### src/rtl/fcd_pkg.sv
package fcd_pkg;

  typedef enum logic [1:0] {
    OP_IDLE,
    OP_PROG,
    OP_SECT,
    OP_CHIP
  } op_e;

  typedef enum logic [2:0] {
    SQ_START,
    SQ_UNL1,
    SQ_UNL2,
    SQ_PDATA,
    SQ_ERA3,
    SQ_ERA4,
    SQ_ERA5
  } seq_e;

  localparam logic [7:0] CMD_UNL_A = 8'hAA;
  localparam logic [7:0] CMD_UNL_B = 8'h55;
  localparam logic [7:0] CMD_PROG  = 8'hA0;
  localparam logic [7:0] CMD_ERASE = 8'h80;
  localparam logic [7:0] CMD_CHIP  = 8'h10;
  localparam logic [7:0] CMD_SECT  = 8'h30;
  localparam logic [7:0] CMD_SUSP  = 8'hB0;
  localparam logic [7:0] CMD_ID    = 8'h90;

  localparam logic [31:0] UNL_ADDR_A = 32'h0000_0555;
  localparam logic [31:0] UNL_ADDR_B = 32'h0000_02AA;

  // low address field compare, caller zero-extends the field
  function automatic logic addr_is(input logic [31:0] low, input logic [31:0] want);
    return low == want;
  endfunction

  // identification byte for an offset
  function automatic logic [7:0] id_byte(input logic [7:0] ofs, input logic [7:0] mfr,
                                         input logic [7:0] dev);
    if (ofs == 8'h00) return mfr;
    if (ofs == 8'h01) return dev;
    return 8'h00;
  endfunction

endpackage

### src/rtl/fcd_bus_capture.sv
module fcd_bus_capture #(
  parameter int ADDR_W = 19,
  parameter int DATA_W = 8
) (
  input  logic              clk,
  input  logic              rst_n,
  input  logic              wr_en_n,
  input  logic              chip_sel_n,
  input  logic [ADDR_W-1:0] bus_addr,
  input  logic [DATA_W-1:0] bus_wdata,
  output logic              wr_evt,
  output logic [ADDR_W-1:0] wr_addr,
  output logic [DATA_W-1:0] wr_data
);
  logic act, act_q;

  assign act = ~wr_en_n & ~chip_sel_n;

  always_ff @(posedge clk) begin
    if (!rst_n) begin
      act_q   <= 1'b0;
      wr_addr <= '0;
      wr_data <= '0;
    end else begin
      act_q <= act;
      if (act && !act_q) wr_addr <= bus_addr;
      if (act)           wr_data <= bus_wdata;
    end
  end

  assign wr_evt = act_q & ~act;
endmodule

### src/rtl/fcd_busy_timer.sv
module fcd_busy_timer #(
  parameter int CNT_W = 7
) (
  input  logic             clk,
  input  logic             rst_n,
  input  logic             load,
  input  logic [CNT_W-1:0] load_val,
  input  logic             run,
  output logic             done
);
  logic [CNT_W-1:0] cnt_q;

  always_ff @(posedge clk) begin
    if (!rst_n)                       cnt_q <= '0;
    else if (load)                    cnt_q <= load_val;
    else if (run && cnt_q != '0)      cnt_q <= cnt_q - 1'b1;
  end

  assign done = run && (cnt_q == CNT_W'(1));
endmodule

### src/rtl/fcd_seq_fsm.sv
module fcd_seq_fsm
  import fcd_pkg::*;
#(
  parameter int ADDR_W   = 19,
  parameter int DATA_W   = 8,
  parameter int SECT_W   = 3,
  parameter int PROG_CYC = 16,
  parameter int SECT_CYC = 48,
  parameter int CHIP_CYC = 64
) (
  input  logic              clk,
  input  logic              rst_n,
  input  logic              wr_evt,
  input  logic [ADDR_W-1:0] wr_addr,
  input  logic [DATA_W-1:0] wr_data,
  output logic              prog_stb,
  output logic [ADDR_W-1:0] prog_addr,
  output logic [DATA_W-1:0] prog_data,
  output logic              chip_stb,
  output logic              sect_stb,
  output logic [SECT_W-1:0] erase_sect,
  output logic              susp_stb,
  output logic              res_stb,
  output logic              busy,
  output logic              susp,
  output logic              autosel
);
  localparam int LOW_W = ADDR_W - SECT_W;
  localparam int MAX_E = (CHIP_CYC > SECT_CYC) ? CHIP_CYC : SECT_CYC;
  localparam int MAX_C = (MAX_E > PROG_CYC) ? MAX_E : PROG_CYC;
  localparam int CNT_W = $clog2(MAX_C + 1);

  op_e  op_q, op_n;
  seq_e seq_q, seq_n;
  logic susp_q, susp_n, auto_q, auto_n;
  logic [SECT_W-1:0] esect_q, esect_n;
  logic [ADDR_W-1:0] paddr_q, paddr_n;
  logic [DATA_W-1:0] pdata_q, pdata_n;
  logic prog_p, chip_p, sect_p, susp_p, res_p;
  logic prog_load, era_load, prog_done, era_done;
  logic [CNT_W-1:0] era_val;
  logic at_a, at_b;

  assign at_a = addr_is(32'(wr_addr[LOW_W-1:0]), UNL_ADDR_A);
  assign at_b = addr_is(32'(wr_addr[LOW_W-1:0]), UNL_ADDR_B);

  fcd_busy_timer #(.CNT_W(CNT_W)) u_prog_tmr (
    .clk(clk), .rst_n(rst_n), .load(prog_load), .load_val(CNT_W'(PROG_CYC)),
    .run(op_q == OP_PROG), .done(prog_done)
  );

  fcd_busy_timer #(.CNT_W(CNT_W)) u_era_tmr (
    .clk(clk), .rst_n(rst_n), .load(era_load), .load_val(era_val),
    .run(op_q == OP_SECT || op_q == OP_CHIP), .done(era_done)
  );

  always_comb begin
    op_n = op_q; seq_n = seq_q; susp_n = susp_q; auto_n = auto_q;
    esect_n = esect_q; paddr_n = paddr_q; pdata_n = pdata_q;
    prog_p = 1'b0; chip_p = 1'b0; sect_p = 1'b0; susp_p = 1'b0; res_p = 1'b0;
    prog_load = 1'b0; era_load = 1'b0; era_val = CNT_W'(SECT_CYC);
    unique case (op_q)
      OP_PROG: if (prog_done) op_n = OP_IDLE;
      OP_CHIP: if (era_done) op_n = OP_IDLE;
      OP_SECT: begin
        if (era_done) op_n = OP_IDLE;
        else if (wr_evt && wr_data == CMD_SUSP) begin
          op_n = OP_IDLE; susp_n = 1'b1; susp_p = 1'b1;
        end
      end
      default: if (wr_evt) begin
        seq_n  = SQ_START;
        auto_n = 1'b0;
        unique case (seq_q)
          SQ_START: begin
            if (susp_q && wr_data == CMD_SECT) begin
              op_n = OP_SECT; susp_n = 1'b0; res_p = 1'b1;
            end else if (at_a && wr_data == CMD_UNL_A) begin
              seq_n = SQ_UNL1; auto_n = auto_q;
            end
          end
          SQ_UNL1: if (at_b && wr_data == CMD_UNL_B) begin
            seq_n = SQ_UNL2; auto_n = auto_q;
          end
          SQ_UNL2: if (at_a) begin
            if (wr_data == CMD_PROG) begin
              seq_n = SQ_PDATA; auto_n = auto_q;
            end else if (wr_data == CMD_ID) begin
              auto_n = 1'b1;
            end else if (wr_data == CMD_ERASE && !susp_q) begin
              seq_n = SQ_ERA3; auto_n = auto_q;
            end
          end
          SQ_PDATA: begin
            prog_p = 1'b1; prog_load = 1'b1; op_n = OP_PROG;
            paddr_n = wr_addr; pdata_n = wr_data;
          end
          SQ_ERA3: if (at_a && wr_data == CMD_UNL_A) begin
            seq_n = SQ_ERA4; auto_n = auto_q;
          end
          SQ_ERA4: if (at_b && wr_data == CMD_UNL_B) begin
            seq_n = SQ_ERA5; auto_n = auto_q;
          end
          SQ_ERA5: begin
            if (at_a && wr_data == CMD_CHIP) begin
              chip_p = 1'b1; era_load = 1'b1; era_val = CNT_W'(CHIP_CYC); op_n = OP_CHIP;
            end else if (wr_data == CMD_SECT) begin
              sect_p = 1'b1; era_load = 1'b1; op_n = OP_SECT;
              esect_n = wr_addr[ADDR_W-1 -: SECT_W];
            end
          end
          default: seq_n = SQ_START;
        endcase
      end
    endcase
  end

  always_ff @(posedge clk) begin
    if (!rst_n) begin
      op_q <= OP_IDLE; seq_q <= SQ_START; susp_q <= 1'b0; auto_q <= 1'b0;
      esect_q <= '0; paddr_q <= '0; pdata_q <= '0;
      prog_stb <= 1'b0; chip_stb <= 1'b0; sect_stb <= 1'b0;
      susp_stb <= 1'b0; res_stb <= 1'b0;
    end else begin
      op_q <= op_n; seq_q <= seq_n; susp_q <= susp_n; auto_q <= auto_n;
      esect_q <= esect_n; paddr_q <= paddr_n; pdata_q <= pdata_n;
      prog_stb <= prog_p; chip_stb <= chip_p; sect_stb <= sect_p;
      susp_stb <= susp_p; res_stb <= res_p;
    end
  end

  assign prog_addr  = paddr_q;
  assign prog_data  = pdata_q;
  assign erase_sect = esect_q;
  assign busy       = op_q != OP_IDLE;
  assign susp       = susp_q;
  assign autosel    = auto_q;
endmodule

### src/rtl/flash_cmd_decoder.sv
module flash_cmd_decoder #(
  parameter int         ADDR_W   = 19,
  parameter int         DATA_W   = 8,
  parameter int         SECT_W   = 3,
  parameter int         PROG_CYC = 16,
  parameter int         SECT_CYC = 48,
  parameter int         CHIP_CYC = 64,
  parameter logic [7:0] MFR_CODE = 8'h3C,
  parameter logic [7:0] DEV_CODE = 8'hD5
) (
  input  logic              clk,
  input  logic              rst_n,
  input  logic              wr_en_n,
  input  logic              chip_sel_n,
  input  logic [ADDR_W-1:0] bus_addr,
  input  logic [DATA_W-1:0] bus_wdata,
  output logic              prog_stb,
  output logic [ADDR_W-1:0] prog_addr,
  output logic [DATA_W-1:0] prog_data,
  output logic              chip_erase_stb,
  output logic              sect_erase_stb,
  output logic [SECT_W-1:0] erase_sect,
  output logic              suspend_stb,
  output logic              resume_stb,
  output logic              mode_busy,
  output logic              mode_susp,
  output logic              mode_autosel,
  output logic              array_rd_ok,
  output logic [7:0]        id_data
);
  logic              wr_evt;
  logic [ADDR_W-1:0] wr_addr;
  logic [DATA_W-1:0] wr_data;
  logic              rd_in_paused;

  fcd_bus_capture #(.ADDR_W(ADDR_W), .DATA_W(DATA_W)) u_cap (
    .clk(clk), .rst_n(rst_n), .wr_en_n(wr_en_n), .chip_sel_n(chip_sel_n),
    .bus_addr(bus_addr), .bus_wdata(bus_wdata),
    .wr_evt(wr_evt), .wr_addr(wr_addr), .wr_data(wr_data)
  );

  fcd_seq_fsm #(
    .ADDR_W(ADDR_W), .DATA_W(DATA_W), .SECT_W(SECT_W),
    .PROG_CYC(PROG_CYC), .SECT_CYC(SECT_CYC), .CHIP_CYC(CHIP_CYC)
  ) u_fsm (
    .clk(clk), .rst_n(rst_n), .wr_evt(wr_evt), .wr_addr(wr_addr), .wr_data(wr_data),
    .prog_stb(prog_stb), .prog_addr(prog_addr), .prog_data(prog_data),
    .chip_stb(chip_erase_stb), .sect_stb(sect_erase_stb), .erase_sect(erase_sect),
    .susp_stb(suspend_stb), .res_stb(resume_stb),
    .busy(mode_busy), .susp(mode_susp), .autosel(mode_autosel)
  );

  assign rd_in_paused = mode_susp && (bus_addr[ADDR_W-1 -: SECT_W] == erase_sect);
  assign array_rd_ok  = !mode_busy && !mode_autosel && !rd_in_paused;
  assign id_data      = mode_autosel ? fcd_pkg::id_byte(bus_addr[7:0], MFR_CODE, DEV_CODE)
                                     : 8'h00;
endmodule

### config.mk
export PLATFORM = sky130hd
export DESIGN_NAME = flash_cmd_decoder
export DESIGN_NICKNAME = d
export VERILOG_FILES = /design/src/rtl/fcd_pkg.sv /design/src/rtl/fcd_bus_capture.sv /design/src/rtl/fcd_busy_timer.sv /design/src/rtl/fcd_seq_fsm.sv /design/src/rtl/flash_cmd_decoder.sv
export SDC_FILE = /design/constraint.sdc
export NUM_CORES = 1
export LEC_CHECK = 0
export BUFFER_PORTS_ARGS = -buffer_cell sky130_fd_sc_hd__buf_2
export CAP_MARGIN = 20
export CORE_UTILIZATION = 60
export CTS_BUF_LIST = sky130_fd_sc_hd__clkbuf_8 sky130_fd_sc_hd__clkbuf_16
export DETAILED_ROUTE_END_ITERATION = 12
export GPL_ROUTABILITY_DRIVEN = 0
export PLACE_DENSITY = 0.86
export SYNTH_ARGS = -nofsm -noshare
export SYNTH_HDL_FRONTEND = slang
export SYNTH_HIERARCHICAL = 1
export SYNTH_SLANG_ARGS = --single-unit
### constraint.sdc
create_clock -name clk -period 8.3 [get_ports clk]
set_clock_uncertainty 0.05 [all_clocks]
set_input_delay 0.83 -clock clk [delete_from_list [all_inputs] [get_ports clk]]
set_output_delay 0.83 -clock clk [all_outputs]
set_load 0.01 [all_outputs]
# --- After elaboration in Yosys (flattened, before gate mapping) ---
# Cells that the tools add are included.
classes:
  muxes: 61
  n_div: 0
  magnitude_cmp: 0
  n_mul: 0
  shift: 0
  eq_ne: 33
  bitwise_logic: 13
  n_reduce_logical: 46
  n_addsub: 2
op_table:
  columns: ["operator", "count"]
  rows:
  - ["$mux 7", 6]
  - ["$eq 8x8->1 const B", 5]
  - ["$mux 8", 5]
  - ["$mux 1", 27]
  - ["$mux 3", 7]
  - ["$mux 2", 9]
  - ["$eq 16x10->1 const B", 1]
  - ["$eq 16x11->1 const B", 1]
  - ["$pmux 3 s5", 1]
  - ["$eq 7x1->1 const B", 2]
  - ["$logic_and 1x1->1", 14]
  - ["$reduce_bool 7->1", 2]
  - ["$sub 7x1->7 const B", 2]
  - ["$pmux 2 s3", 2]
  - ["$reduce_bool 2->1", 6]
  - ["$reduce_or 6->1", 2]
  - ["$not 1->1", 11]
  - ["$mux 5", 2]
  - ["$reduce_and 5->1", 2]
  - ["$eq 3x3->1 const B", 3]
  - ["$eq 8x1->1 const B", 1]
  - ["$eq 8x5->1 const B", 1]
  - ["$eq 8x6->1 const B", 1]
  - ["$eq 8x7->1 const B", 1]
  - ["28 further kinds", 41]
totals:
  latch_bits: 0
  mem_count: 0
  ff_bits: 84
  word_cells: 173
  out_inout_bits: 47
  ramBits: 0
  mem_bits_ro: 0
  in_bits: 31

# --- Logic depth before layout (Yosys ltp) ---
# Gate-level depths: netlist of run 1.
depth:
  word_depth: 8
  mapped_depth: 11
  mapped_depth_nobuf: 9

# --- Modules after synthesis ---
# Netlist of run 1, hierarchy kept.
by_module_without_submodules:
  columns: ["mod", "instances", "cells_each", "area_each_um2", "seq_area_each_um2"]
  rows:
  - ["fcd_seq_fsm", 1, 248, 2009.4, 840.8]
  - ["fcd_bus_capture", 1, 121, 1127.3, 560.5]
  - ["fcd_busy_timer", 2, 59, 498.0, 140.1]
  - ["flash_cmd_decoder", 1, 17, 117.6, 0.0]

# --- Worst setup path before layout of run 1 ---
# OpenSTA, ideal clock, no wires.
synth_timing:
  path_kind: "input-to-reg"
  start: "input port chip_sel_n"
  end: "register u_fsm.u_prog_tmr.cnt_q[0]"
  path_slack_ns: 5.192
  stages: 10
  path_buffers: 3
  t_arrival_ns: 2.939
  t_required_ns: 8.130
  setup_time_ns: 0.120
  cell_sequence: "clkbuf_1 > o21a_1 > nand2_1 > or2_2 > inv_2 > buf_2 > clkbuf_1 > inv_1 > and4_2 > o31a_1"
synth_between:
  elab_chain_len: 7
synth_rtl:
  columns: ["item", "line", "rtl"]
  rows:
  - ["start, declared", "flash_cmd_decoder.sv:14", "input logic chip_sel_n,"]
  - ["$not 1->1", "fcd_bus_capture.sv:17", "assign act = ~wr_en_n & ~chip_sel_n;"]
  - ["$and 1x1->1", "fcd_bus_capture.sv:17", null]
  - ["$not 1->1", "fcd_bus_capture.sv:31", "assign wr_evt = act_q & ~act;"]
  - ["$and 1x1->1", "fcd_bus_capture.sv:31", null]
  - ["named net wr_evt", "flash_cmd_decoder.sv:31", "logic wr_evt;"]
  - ["$mux 1", "fcd_seq_fsm.sv:71", "default: if (wr_evt) begin"]
  - ["$mux 1", "fcd_seq_fsm.sv:62", "unique case (op_q)"]
  - ["named net u_fsm.prog_load", "fcd_seq_fsm.sv:40", "logic prog_load, era_load, prog_done, era_done;"]
  - ["$reduce_or 2->1 (no source line)", null, null]
  - ["end signal, assigned", "fcd_busy_timer.sv:15", "else if (load) cnt_q <= load_val;"]
  - ["end signal, assigned", "fcd_busy_timer.sv:16", "else if (run && cnt_q != '0) cnt_q <= cnt_q - 1'b1;"]
  - ["end, declared", "fcd_busy_timer.sv:11", "logic [CNT_W-1:0] cnt_q;"]
# The timed path passes the listed nets, and every way through them passes these cells.
# A chain may end at the register's enable or synchronous reset.

# --- Worst setup path in the final report of run 1 ---
layout_timing:
  start: "input port chip_sel_n"
  end: "register u_fsm.u_prog_tmr.cnt_q[0]"
layout_between:
  elab_chain_len: 7
layout_rtl:
  columns: ["item", "line"]
  rows:
  - ["$not 1->1", "fcd_bus_capture.sv:17"]
  - ["$and 1x1->1", "fcd_bus_capture.sv:17"]
  - ["$not 1->1", "fcd_bus_capture.sv:31"]
  - ["$and 1x1->1", "fcd_bus_capture.sv:31"]
  - ["named net wr_evt", "flash_cmd_decoder.sv:31"]
  - ["$mux 1", "fcd_seq_fsm.sv:71"]
  - ["$mux 1", "fcd_seq_fsm.sv:62"]
  - ["$reduce_or 2->1 (no source line)", null]
# The timed path passes the listed nets, and every way through them passes these cells.

==> impl_metrics.tcl, run 1 <==
set metrics [dict create \
    final_core_util 0.714 \
    cts_setup_buffers 0 \
    crit_buf_inv 3 \
    vias 4001 \
    clk_pin_slew_worst_paths_ns 0.09 \
    rows 30 \
    viasPerCell 5.92 \
    chipHeight_um 86.2 \
    grt_pass1_vias 3730 \
    antenna_found_initial 0 \
    firstDrtPassIters 5 \
    dieArea_um2 7420 \
    dp_slack_ns 4.69 \
    cts_tree "done" \
    slew_headroom 0.324 \
    die_w_um 86.2 \
    ys.warnings.count 6 \
    fin_crit_sh 0.401 \
    grt_pass1_wl_um 17000 \
    min_period_ns 3.33 \
    synth_top_cell_area_share 0.396 \
    layout-area-overhead-vs-synth_pct 14.8 \
    wl_per_cell_um 15.4 \
    synth.yosys.seq_area_share 0.396 \
    synth_edf_count 0 \
    grt_max_degree 64 \
    synth-seq-cells 84 \
    root_buffer "clkbuf_8" \
    synth_area_um2 4250 \
    drc 0 \
    maxSlewViolCount 0 \
    clock_insertion_delay_worst_skew_ns 0.36 \
    hold_depth 2 \
    syn_area_per_cell_um2 8.43 \
    hp-class "register to register" \
    finalSetupTns_ns 0 \
    startpoint_type "input pin" \
    rsz0062_at_grt "no" \
    crit_slowest_cell "or2_2" \
    p_total_w 0.000778 \
    cts_buffer_depth 2 \
    cp_cell_sequence "buf_2 > o21a_1 > nand2_1 > or2_2 > inv_2 > inv_1 > and4_2 > o31a_1" \
    yosysTopAreaCell "dfxtp_1" \
    synth.area.top_cells "dfxtp_1 40%, nand2_1 9.4%, a21oi_1 5.9%" \
    worstSetupPathType "input pin to register" \
    io_pins 78 \
    start_util 0.622 \
    cts_resized 0 \
    h-tree-depth 3 \
    syn-instance-count 504 \
    ys.flop_type "dfxtp_1" \
    drtAntennaViolNets 0 \
    synth.distinct_cells 70 \
    initialDrtViolationCount 362 \
    drv_cap 0 \
    slowest_delay_ns 0.58 \
    clock_sinks 84 \
    peakVddDrop_v 0.000113 \
    grt_util_all_layers 0.291 \
    fin_nets 617 \
    endpoint_kind "register" \
    cp.depth 8 \
    grt_overflow_total 0 \
    core_area_um2 6830 \
    async_flop_share 0 \
    arrival_ns 3.52 \
    dp_hpwl_um 7250 \
    layout_commonest_cell "nand2_1" \
    layout_setup_ws_ns 4.97 \
    max_slew.worst_pin.slew_ns 1.00 \
    drt-total-wl_um 10400 \
    num_antenna_cells 0 \
    cp.required_ns 8.50 \
    drive_gt1_frac 0.207 \
    cts_hold_buf 0 \
    cts_made_buffers 9 \
    cp_top_family "simple AND/OR/NAND/NOR gates" \
    power_density_nw_per_um2 159 \
    io_buffers 76 \
    most-common-layout-cells "107 x nand2_1, 84 x dfxtp_1, 76 x buf_2" \
    ff2ff_path_depth 9 \
    final-setup-viol-count 0 \
    hold_violations 0 \
    status "complete, no violations" \
    cp_max_fo 37 \
    fmax_mhz 301 \
    nFillCells 542 \
    cellLeakagePower_nw 1.87 \
]
==> worst min-delay path, delay by kind of cell (launching register included) <==
kind	cells	cell delay, ns
DFF	1	0.32
and+or+nand+nor	1	0.05
AOI/OAI and AO/OA	1	0.06
==> logic make-up (layout without fill, tap and decap cells) <==
logic type / count (synthesis) / in the layout / share of synthesized area
AND/OR/NAND/NOR: 213 / 213 / 0.280
AO/OA/AOI/OAI: 113 / 113 / 0.165
flip-flops: 84 / 84 / 0.396
buffers and inverters: 51 / 118 / 0.0565
multiplexers: 25 / 25 / 0.0592
adder cells (fa/ha/maj): 11 / 11 / 0.0324
XOR/XNOR: 4 / 4 / 0.00824
other: 3 / 12 / 0.00265
==> final cells by class <==
class | instances | area (um2) | area share
clock buffer | 9 | 124 | 0.0254
clock inverter | 7 | 80.1 | 0.0164
multi-input combinational | 378 | 2370 | 0.485
tap | 96 | 120 | 0.0246
timing repair buffer | 78 | 415 | 0.0851
sequential | 84 | 1680 | 0.345
inverter | 24 | 90.1 | 0.0185
==> registers in the layout, indices dropped and copies added (netlist names) <==
name and flops:
u_cap/wr_data 8, u_fsm/chip_stb 1, u_fsm/autosel 1, u_cap/wr_addr 19
u_fsm/susp_stb 1, u_fsm/res_stb 1, u_fsm/op_q 2, u_cap/act_q 1
u_fsm/prog_data 8, u_fsm/prog_stb 1, u_fsm/prog_addr 19, u_fsm/u_prog_tmr/cnt_q 7
u_fsm/sect_stb 1, u_fsm/erase_sect 3, u_fsm/seq_q 3, u_fsm/susp 1
u_fsm/u_era_tmr/cnt_q 7
==> power by group <==
part	internal [W]	switching (W)
Combinational	0.0000243	0.0000308
Sequential	0.000410	0.0000104
Clock	0.000144	0.000158
Total	0.000578	0.000200
==> synth_stat cells (all sizes together) (3+ instances only) <==
cell type / number
nor2: 19
nor3: 12
or3: 7
a41oi: 3
conb: 3
or4: 3
and4: 3
or2: 3
nand2b: 5
o21ai: 22
nor3b: 4
o2111a: 3
or3b: 8
nand4bb: 3
mux2i: 24
a21oi: 50
clkbuf: 17
or4b: 7
xnor2: 3
ha: 11
nor4: 4
buf: 10
a31oi: 6
nand2: 107
nand3: 3
nor4b: 4
inv: 23
dfxtp: 84
nand3b: 4
nand4: 5
o31ai: 5
==> per-stage QoR <==
stage | instances | instance area (um2) | hold WS, ns
detailed placement | 660 | 4680 | 0.396
floorplan | 513 | 4280 | 0.390
finish | 676 | 4880 | 0.415
global route | 676 | 4880 | 0.428
global placement | 659 | 4650 | 0.394
CTS | 676 | 4880 | 0.409
==> final timing paths <==
kind                            slack [ns]               start                         to
worst max-delay path                  4.97          chip_sel_n  u_fsm/u_prog_tmr/cnt_q[0]
worst min register to register        0.42  u_fsm/prog_addr[4]         u_fsm/prog_addr[4]
worst max register to register        5.07    u_cap/wr_data[0]   u_fsm/u_era_tmr/cnt_q[0]
worst min-delay path                  0.42  u_fsm/prog_addr[4]         u_fsm/prog_addr[4]
==> routing by layer <==
metal	GRT usage	up-vias	wire [um]
met3	0.0549	24	765
met4	0.100	0	177
li1	-	1924	-
met2	0.487	172	5030
met5	0	-	0
met1	0.375	1881	4430
Power figures use the tool's default switching activity.
==> run 2, diff against run 1 <==
Settings changed: ABC_AREA set to 1, CORE_UTILIZATION 60 to 57, PLACE_DENSITY 0.86 to 0.82.
Clock period 8.3 ns to 3.4 ns, I/O delays scaled along.
==> impl_metrics.tcl, run 2 <==
set metrics [dict create \
    status "complete, no violations" \
    cellLeakagePower_nw 2.55 \
    synthAdderAreaFrac 0.0299 \
    final-setup-viol-count 0 \
    synth_top_family_by_area "simple AND/OR/NAND/NOR gates" \
    synth-xor-area-share 0.00380 \
    clock_sinks 84 \
    drv_cap 0 \
    firstDrtPassIters 5 \
    synth_edf_count 0 \
    syn_area_per_cell_um2 6.51 \
    slowest_delay_ns 0.31 \
    io_pins 78 \
    async_flop_share 0 \
    drive_gt1_frac 0.177 \
    most-common-layout-cells "131 x nand2_1, 125 x nor2_1, 94 x inv_1" \
    layout_commonest_cell "nand2_1" \
    synth.area.top_cells "dfxtp_1 36%, nand2_1 11%, nor2_1 10%" \
    cts_hold_buf 0 \
    cp_cell_sequence "inv_1 > nor2_1 > nand2_1 > inv_1 > nand3_1 > nand2_1 > inv_1 > or2_2 > nand3_1 > a21oi_2" \
    vias 4686 \
    root_buffer "clkbuf_8" \
    max_slew.worst_pin.slew_ns 0.733 \
    synth_compound_area_frac 0.132 \
    finalSetupTns_ns 0 \
    io_buffers 76 \
    cpMostUsedCell "inv_1" \
    grt_max_degree 59 \
    cts_tree "done" \
    synth-seq-cells 84 \
    hp-class "input pin to register" \
    rows 32 \
    fmax_mhz 430 \
    grt_pass1_vias 4178 \
    chipHeight_um 91.9 \
    rsz0062_at_grt "no" \
    syn-instance-count 708 \
    crit_slowest_cell "dfxtp_1" \
    fin_crit_sh 0.685 \
    cts_made_buffers 9 \
    grt_pass1_wl_um 18300 \
    ys.flop_type "dfxtp_1" \
    grt_util_all_layers 0.268 \
    cts_resized 0 \
    h-tree-depth 3 \
    num_antenna_cells 0 \
    synthMuxAreaShare 0 \
    synthSimpleGateAreaFrac 0.343 \
    worstSetupPathType "register to register" \
    clk_pin_slew_worst_paths_ns 0.08 \
    final_core_util 0.672 \
    viasPerCell 5.28 \
    synth.yosys.seq_area_share 0.365 \
    cp_max_fo 10 \
    layout-area-overhead-vs-synth_pct 13.2 \
    drtAntennaViolNets 0 \
    synth.distinct_cells 37 \
    grt_overflow_total 0 \
    ys_top_cells_by_count "131 x nand2_1, 125 x nor2_1, 93 x inv_1, 84 x dfxtp_1, 58 x a21oi_1" \
    peakVddDrop_v 0.000215 \
    cts_buffer_depth 2 \
    synth_top_cell_area_share 0.365 \
    yosysTopAreaCell "dfxtp_1" \
    wl_per_cell_um 12.7 \
    slew_headroom 0.511 \
    cts_setup_buffers 0 \
    synth.most_common_cell "nand2_1" \
    startpoint_type "register" \
    power_density_nw_per_um2 377 \
    antenna_found_initial 0 \
    drt-total-wl_um 11300 \
    hold_violations 0 \
    cp.required_ns 3.60 \
    start_util 0.593 \
    dp_hpwl_um 8140 \
    core_area_um2 7770 \
    die_w_um 91.9 \
    initialDrtViolationCount 276 \
    dieArea_um2 8450 \
    maxSlewViolCount 0 \
    fin_nets 822 \
    arrival_ns 2.53 \
    clock_insertion_delay_worst_skew_ns 0.36 \
    min_period_ns 2.33 \
    endpoint_kind "register" \
    synth_area_um2 4610 \
    drc 0 \
    ys.warnings.count 6 \
]
-- run 2: changes by cell type in the layout (fill, tap and decap cells not counted), moves of 7 or more --
cell,change
a21oi_1,+8
inv_1,+74
mux2i_1,-24
nand2_1,+24
nand2_2,+8
nand3_1,+50
nor2_1,+106
nor2_2,+9
o21ai_0,+32
or3b_2,-8
or4b_1,-7
-- run 2: cell families (layout without fill, tap and decap cells) --
kind of cell,after synthesis,after routing
AOI/OAI and AO/OA,118,118
buffers and inverters,132,200
other,3,12
and+or+nand+nor,358,358
xor gates and xnor gates,2,2
adders and majority gates,11,11
DFF,84,84
-- run 2: final timing paths --
check,cells past startpoint,end,from,slack (ns)
max,10,u_fsm/u_era_tmr/cnt_q[5],u_cap/act_q,1.07
min,3,u_cap/wr_data[7],bus_wdata[7],0.16
max reg2reg,10,u_fsm/u_era_tmr/cnt_q[5],u_cap/act_q,1.07
min reg2reg,2,u_cap/wr_addr[7],u_cap/wr_addr[7],0.44
-- run 2: power breakdown --
group	internal (W)	switching, W	total (W)
Sequential	0.00101	0.0000200	0.00103
Clock	0.000411	0.000360	0.000771
Combinational	0.0000566	0.000112	0.000169
-- run 2: final cells by class --
cell class	count	area (um2)
multi-input combinational	501	2390
tap	102	128
clock buffer	9	124
clock inverter	7	90.1
inverter	104	393
fill	716	2550
sequential	84	1680
timing repair buffer	80	410
-- run 2: stage by stage --
stage | area [um2] | power (W) | hold slack (ns) | std cells | setup WS [ns]
floorplan | 4640 | 0.00117 | 0.402 | 717 | 1.23
global placement | 5010 | 0.00121 | 0.414 | 871 | 1.11
detailed placement | 5010 | 0.00121 | 0.417 | 871 | 1.00
CTS | 5220 | 0.00197 | 0.147 | 887 | 1.12
global route | 5220 | 0.00204 | 0.153 | 887 | 0.894
finish | 5220 | 0.00197 | 0.156 | 887 | 1.07
-- run 2: routing by layer --
layer	wire [um]	vias up	share of wire	track usage
li1	-	2351	-	-
met1	4880	2123	0.43	0.325
met2	5470	189	0.49	0.475
met3	683	23	0.061	0.0365
met4	221	0	0.020	0.112
met5	0	-	0	0
-- run 2: critical path, delay by kind of cell (launching register included) --
| family | cells | cell delay (ns) |
|---|---|---|
| AND/OR/NAND/NOR | 6 | 1.41 |
| buffers and inverters | 3 | 0.40 |
| flip-flops | 1 | 0.31 |
| AO/OA/AOI/OAI | 1 | 0.05 |
